File: config.mk
export PLATFORM = sky130hd
export DESIGN_NAME = pcm_rx_top
export DESIGN_NICKNAME = d
export VERILOG_FILES = /design/src/rtl/pcm_rx_pkg.sv /design/src/rtl/pcm_rx_frontend.sv /design/src/rtl/pcm_rx_extract.sv /design/src/rtl/pcm_rx_top.sv
export SDC_FILE = /design/constraint.sdc
export NUM_CORES = 1
export LEC_CHECK = 0
export BUFFER_PORTS_ARGS = -buffer_cell sky130_fd_sc_hd__buf_4
export CORE_MARGIN = 5
export CORE_UTILIZATION = 55
export DETAILED_ROUTE_END_ITERATION = 8
export PLACE_DENSITY = 0.77
export SLEW_MARGIN = 0
export SYNTH_ARGS = -nofsm -noshare
export SYNTH_HDL_FRONTEND = slang
export SYNTH_SLANG_ARGS = --single-unit
File: constraint.sdc
create_clock -name bclk -period 2.6 [get_ports bclk]
set_clock_uncertainty 0.2 [all_clocks]
set_input_delay 0.26 -clock bclk [delete_from_list [all_inputs] [get_ports bclk]]
set_output_delay 0.26 -clock bclk [all_outputs]
set_load 0.1 [all_outputs]
File: src/rtl/pcm_rx_pkg.sv
package pcm_rx_pkg;

    typedef enum logic [1:0] {
        FMT_RJ_MSB = 2'b00,
        FMT_LJ     = 2'b01,
        FMT_RJ_LSB = 2'b10,
        FMT_I2S    = 2'b11
    } rx_fmt_e;

    typedef enum logic [1:0] {
        ST_IDLE  = 2'b00,
        ST_LEFT  = 2'b01,
        ST_RIGHT = 2'b10
    } rx_state_e;

endpackage

File: src/rtl/pcm_rx_frontend.sv
module pcm_rx_frontend #(
    parameter int SAMPLE_W = 24,
    parameter int CNT_W    = 6
) (
    input  logic                bclk,
    input  logic                rst_n,
    input  logic                lrck,
    input  logic                sdata,
    output logic                lr_edge,
    output logic [CNT_W-1:0]    bit_idx,
    output logic [SAMPLE_W-1:0] shreg
);
    localparam logic [CNT_W-1:0] IDX_MAX = '1;

    logic                primed_q;
    logic                lr_q;
    logic [SAMPLE_W-1:0] sh_q;
    logic [CNT_W-1:0]    cnt_q;

    // an edge counts only once a previous word-clock sample exists
    assign lr_edge = primed_q && (lrck != lr_q);
    assign bit_idx = lr_edge ? '0 : cnt_q;
    assign shreg   = sh_q;

    always_ff @(posedge bclk or negedge rst_n) begin
        if (!rst_n) begin
            primed_q <= 1'b0;
            lr_q     <= 1'b0;
            sh_q     <= '0;
            cnt_q    <= '0;
        end else begin
            primed_q <= 1'b1;
            lr_q     <= lrck;
            sh_q     <= {sh_q[SAMPLE_W-2:0], sdata};
            if (bit_idx != IDX_MAX) begin
                cnt_q <= bit_idx + 1'b1;
            end
        end
    end

    // the shift register holds the bit sampled on the previous edge
    a_r2_shift_tracks: assert property (@(posedge bclk) disable iff (!rst_n)
        primed_q |-> (sh_q[0] == $past(sdata)));

endmodule

File: src/rtl/pcm_rx_extract.sv
module pcm_rx_extract
    import pcm_rx_pkg::*;
#(
    parameter int SAMPLE_W = 24
) (
    input  rx_fmt_e             fmt_sel,
    input  logic [1:0]          wlen,
    input  logic [SAMPLE_W-1:0] shreg,
    input  logic                sdata,
    output logic [SAMPLE_W-1:0] rj_word,
    output logic [SAMPLE_W-1:0] head_word
);
    localparam int W_SHORT = SAMPLE_W - 8;
    localparam int W_MID   = SAMPLE_W - 4;

    logic [SAMPLE_W-1:0] rev;

    // earliest bit in the window is the LSB in the LSB-first framing
    for (genvar g = 0; g < SAMPLE_W; g++) begin : g_rev
        assign rev[g] = shreg[SAMPLE_W-1-g];
    end

    // window that includes the bit arriving this edge
    assign head_word = {shreg[SAMPLE_W-2:0], sdata};

    always_comb begin
        if (fmt_sel == FMT_RJ_LSB) begin
            rj_word = rev;
        end else begin
            unique case (wlen)
                2'b00:   rj_word = SAMPLE_W'($signed(shreg[W_SHORT-1:0]));
                2'b01:   rj_word = SAMPLE_W'($signed(shreg[W_MID-1:0]));
                default: rj_word = shreg;
            endcase
        end
    end

endmodule

File: src/rtl/pcm_rx_top.sv
module pcm_rx_top
    import pcm_rx_pkg::*;
#(
    parameter int SAMPLE_W = 24,
    parameter int CNT_W    = 6
) (
    input  logic                bclk,
    input  logic                rst_n,
    input  logic                lrck,
    input  logic                sdata,
    input  logic [1:0]          fmt,
    input  logic [1:0]          wlen,
    input  logic                zero_mute,
    output logic [SAMPLE_W-1:0] left_out,
    output logic [SAMPLE_W-1:0] right_out,
    output logic                sample_valid
);
    localparam logic [CNT_W-1:0] IDX_LJ_END  = CNT_W'(SAMPLE_W - 1);
    localparam logic [CNT_W-1:0] IDX_I2S_END = CNT_W'(SAMPLE_W);

    rx_fmt_e             fmt_sel;
    rx_state_e           state_q, state_d, new_ch;
    logic                lr_edge;
    logic [CNT_W-1:0]    bit_idx, head_end;
    logic [SAMPLE_W-1:0] shreg, rj_word, head_word, cap_word;
    logic                is_rj, left_level, cap_left, cap_right;
    logic [SAMPLE_W-1:0] left_q, right_q;
    logic                valid_q;

    assign fmt_sel = rx_fmt_e'(fmt);

    pcm_rx_frontend #(.SAMPLE_W(SAMPLE_W), .CNT_W(CNT_W)) u_front (
        .bclk    (bclk),
        .rst_n   (rst_n),
        .lrck    (lrck),
        .sdata   (sdata),
        .lr_edge (lr_edge),
        .bit_idx (bit_idx),
        .shreg   (shreg)
    );

    pcm_rx_extract #(.SAMPLE_W(SAMPLE_W)) u_extract (
        .fmt_sel   (fmt_sel),
        .wlen      (wlen),
        .shreg     (shreg),
        .sdata     (sdata),
        .rj_word   (rj_word),
        .head_word (head_word)
    );

    assign is_rj      = (fmt_sel == FMT_RJ_MSB) || (fmt_sel == FMT_RJ_LSB);
    assign left_level = (fmt_sel != FMT_I2S);
    assign new_ch     = (lrck == left_level) ? ST_LEFT : ST_RIGHT;
    assign head_end   = (fmt_sel == FMT_I2S) ? IDX_I2S_END : IDX_LJ_END;
    assign cap_word   = is_rj ? rj_word : head_word;

    // next state and capture decisions
    always_comb begin
        state_d   = state_q;
        cap_left  = 1'b0;
        cap_right = 1'b0;
        unique case (state_q)
            ST_IDLE: begin
                if (lr_edge) state_d = new_ch;
            end
            ST_LEFT: begin
                if (lr_edge) begin
                    state_d  = new_ch;
                    cap_left = is_rj;
                end else if (!is_rj && bit_idx == head_end) begin
                    cap_left = 1'b1;
                end
            end
            ST_RIGHT: begin
                if (lr_edge) begin
                    state_d   = new_ch;
                    cap_right = is_rj;
                end else if (!is_rj && bit_idx == head_end) begin
                    cap_right = 1'b1;
                end
            end
            default: state_d = ST_IDLE;
        endcase
    end

    always_ff @(posedge bclk or negedge rst_n) begin
        if (!rst_n) state_q <= ST_IDLE;
        else        state_q <= state_d;
    end

    always_ff @(posedge bclk or negedge rst_n) begin
        if (!rst_n) begin
            left_q  <= '0;
            right_q <= '0;
            valid_q <= 1'b0;
        end else begin
            valid_q <= cap_right;
            if (cap_left)  left_q  <= cap_word;
            if (cap_right) right_q <= cap_word;
        end
    end

    assign left_out     = zero_mute ? '0 : left_q;
    assign right_out    = zero_mute ? '0 : right_q;
    assign sample_valid = valid_q;

    // strobe lasts one cycle
    a_r6_valid_single: assert property (@(posedge bclk) disable iff (!rst_n)
        sample_valid |=> !sample_valid);

    // strobe only follows a right-channel half
    a_r6_valid_from_right: assert property (@(posedge bclk) disable iff (!rst_n)
        sample_valid |-> ($past(state_q) == ST_RIGHT));

    // nothing is reported while still waiting for the first edge
    a_r8_idle_silent: assert property (@(posedge bclk) disable iff (!rst_n)
        (state_q == ST_IDLE) |=> !sample_valid);

    // the first edge ends the idle wait
    a_r8_edge_leaves_idle: assert property (@(posedge bclk) disable iff (!rst_n)
        (state_q == ST_IDLE && lr_edge) |=> (state_q != ST_IDLE));

    // configuration held constant while receiving
    a_r9_cfg_stable: assert property (@(posedge bclk) disable iff (!rst_n)
        (state_q != ST_IDLE) |-> ($stable(fmt) && $stable(wlen)));

endmodule

==> results.md <==
* Status: finished clean
* Synth unique cells at 38
* Mean post-synth cell area at about 12 um2
* Total Die Area at approximately 9000 um2
* Power Internal at 2.98 mW
* Slew Viols, Final at 0
* Final setup TNS at 0 ns
* Crit path max-delay family: compound AO/OA/AOI/OAI gates
* Net Sw Power at roughly 2.6 mW
* Share of cells above drive strength 1 at 32.6%
* Largest cells by area after synthesis: dfrtp_1 53%, mux2_2 6.8%, mux2i_1 6.6%
* Max-cap violations at 0
* GRT overflow at 0
* Clk Latency, worst-skew pair at 0.34 ns
* Slew at the pin closest to its max-slew limit at 1.07 ns
* Inserted Diodes at 0
* Mapped Cells at 330
* Critical path class: flip-flop to flip-flop
* CP Buf/Inv Count at 0
* Fin crit share at 95.6%
* Synth warn at 0
* Fmax at 402 MHz
* Power density cells at ~1200 nW/um2
* PortBufs at 57
* CP Capture Type: flip-flop
* Hold WS at 0.0732 ns
* Post-CTS Resized at 0
* Final nets at 398
* Pwr Total at 5.56 mW
* Sink Count at between 80 and 90
* Core box area at ~6900 um2
* Fin crit period at 2.49 ns
* Critical path data required time at ~2.6 ns
* Rel. slew slack at 28.8%
* GRT Util Overall at 18.7%
* CP arrival at 2.52 ns
* Crit path max-delay cell type: a22oi_4
* Dpl cells at 470
* Peak VDD IR at 0.747 mV
* Vias per inst at between 5 and 6
* CTS Root Cell: clkbuf_8
* Unrepaired setup endpoints after global routing: false
* Final WL at 7590 um
* P&R area growth vs syn at 17.9%
* Crit Path Max Fanout at 24
* Final Hold Viols at 0
* FF+latch count, synth at 83
* Final ANT Viol Nets at 0
* Cell-by-cell trace of the critical path: xor2_2 > a2111oi_2 > a22oi_4 > mux2_2
* Placement Cell Area at 4420 um2
* Vias in the first global route at 2550
* Netlist area before placement at 3950 um2
* Post-synthesis net count at 340
* Leading cell type in the layout, fill and taps excluded: dfrtp_1
* Sequential area share after synthesis at 52.6%
* Final Non-Filler Cells at 489
* Comb pwr share at about half
* CTS tree: built
* Dpl hpwl at 5400 um
* Die W at between 90 and 100 um
* Row cnt at 30
* Pin count of the biggest net entering global routing at slightly below 50
* Leakage at 2.33 nW
* First-pass iteration count of the detailed router at 4
* Die Ht at 94.7 um
* First-iteration detailed-routing DRC count at 157
* Startpoint types: flip-flop
* Num CTS Buffers at 9
* Clock share of power at between 10% and 20%
* Final setup vio count at 0
* Starting density of the core at 57.2%
* CTS clk-pin slew, worst paths at 0.08 ns
* Worst hold path type: input port to flip-flop
* Most frequent cells in the layout: 83 x dfrtp_1, 61 x buf_4, 40 x nor2b_1, 26 x mux2i_1, 24 x mux2_2
* Top-Level Pins at 58
* Synth top area share at 52.6%
* Routed WL per cell at 15.5 um
* First-pass GRT wire length at around 13000 um
* Yosys top cell by area: dfrtp_1
* Via count at around 2.6k
* Seq pwr share at around a third
* Routability-driven placement congestion ratio at 0.795
* Initial antenna violation count at 0
* # DRC at 0
* Max Root-Sink Buffers at 2
* Switching share of power at 46.4%
* Finished Cell Area at ~4700 um2
* Crit-path max cell delay at 0.88 ns
* Htree depth at 3
==> synth_stat cells, drive strengths merged <==
| cell type | n |
|---|---|
| conb | 1 |
| dfrtp | 83 |
| nand3b | 3 |
| mux2 | 42 |
| nor3b | 2 |
| o221ai | 4 |
| a31oi | 1 |
| a21bo | 4 |
| mux2i | 26 |
| nand2b | 3 |
| nand4b | 1 |
| nor2 | 15 |
| nand2 | 23 |
| a2111oi | 2 |
| ha | 1 |
| a211oi | 1 |
| nand3 | 3 |
| inv | 13 |
| xnor2 | 1 |
| a21oi | 5 |
| nor3 | 1 |
| buf | 7 |
| xor2 | 3 |
| a22oi | 2 |
| o31ai | 1 |
| and2 | 4 |
| nand4 | 1 |
| clkbuf | 10 |
| o22ai | 6 |
| o21ai | 19 |
| nor2b | 40 |
| a21boi | 2 |
==> worst reg2reg max path: cells and delay by family, from the launching register on <==
family,cells,cell delay (ns)
xor+xnor,1,0.32
flops,1,0.40
mux,1,0.43
compound gates,2,1.03
==> path summary, 6_finish.rpt <==
check | start | endpoint | slack [ns] | cells after the start
setup reg to reg | u_front.lr_q$_DFF_PN0_ | left_q[16]$_DFFE_PN0P_ | 0.11 | 4
max in group asynchronous | rst_n | left_q[10]$_DFFE_PN0P_ | 1.34 | 3
hold / removal | lrck | state_q[1]$_DFFE_PN0P_ | 0.07 | 4
setup / recovery | u_front.lr_q$_DFF_PN0_ | left_q[16]$_DFFE_PN0P_ | 0.11 | 4
min in group asynchronous | rst_n | left_q[5]$_DFFE_PN0P_ | 0.18 | 2
hold reg to reg | u_front.shreg[11]$_DFF_PN0_ | u_front.shreg[12]$_DFF_PN0_ | 0.23 | 0
==> final cells by class <==
type	instances	area, um2
Clock buffer	10	138
Multi-Input combinational cell	217	1720
Timing Repair Buffer	64	488
Clock inverter	6	65.1
Sequential cell	83	2080
Inverter	13	48.8
Tap cell	96	120
Fill cell	546	2250
==> what timing repair did <==
action | 4_1_cts | 5_1_grt
hold endpoints to repair | 33 | 0
endpoints found under the setup margin | 0 | 3
setup buffers | 0 | 0
hold buffers | 3 | 0
==> stage by stage <==
stage	setup slack, ns	utilization, %
after floorplan	0.137	-
after global routing	0.00109	67.4
after global placement	0.116	64.0
after CTS	0.113	67.4
final	0.113	67.4
after detailed placement	0.0635	64.0
==> power groups by stage <==
| stage | combinational (mW) | sequential [mW] | clock, mW |
|---|---|---|---|
| after floorplan | 2.27 | 1.88 | 0 |
| after global placement | 2.68 | 1.94 | 0 |
| after detailed placement | 2.72 | 1.96 | 0 |
| after CTS | 2.72 | 1.93 | 0.951 |
| after global routing | 2.82 | 1.99 | 1.02 |
| final | 2.70 | 1.93 | 0.928 |
==> state kept, by name (all words and copies together) (netlist names) <==
signal            cells
left_q               24
u_front.primed_q      1
state_q               2
u_front.cnt_q         6
sample_valid          1
u_front.lr_q          1
u_front.shreg        24
right_q              24
==> cell families (layout without fill, tap and decap cells) <==
family	count (synthesis)	in the layout	synth area share, %
flip-flops	83	83	52.6
XOR/XNOR	4	4	1.08
AND/OR/NAND/NOR	96	96	13.0
AO/OA/AOI/OAI	47	47	8.97
adder cells (fa/ha/maj)	1	1	0.317
other	1	1	0.0950
multiplexers	68	68	20.1
buffers and inverters	30	93	3.87
==> routing by layer <==
layer | vias up | part of all wire [%] | track usage (%) | wire [um]
li1 | 1238 | - | - | -
met1 | 1268 | 46 | 26.4 | 3470
met2 | 62 | 49 | 28.7 | 3690
met3 | 7 | 4.8 | 3.98 | 363
met4 | 0 | 0.91 | 6.49 | 69
met5 | - | 0 | 0 | 0
(Power assumes the default switching activity.)
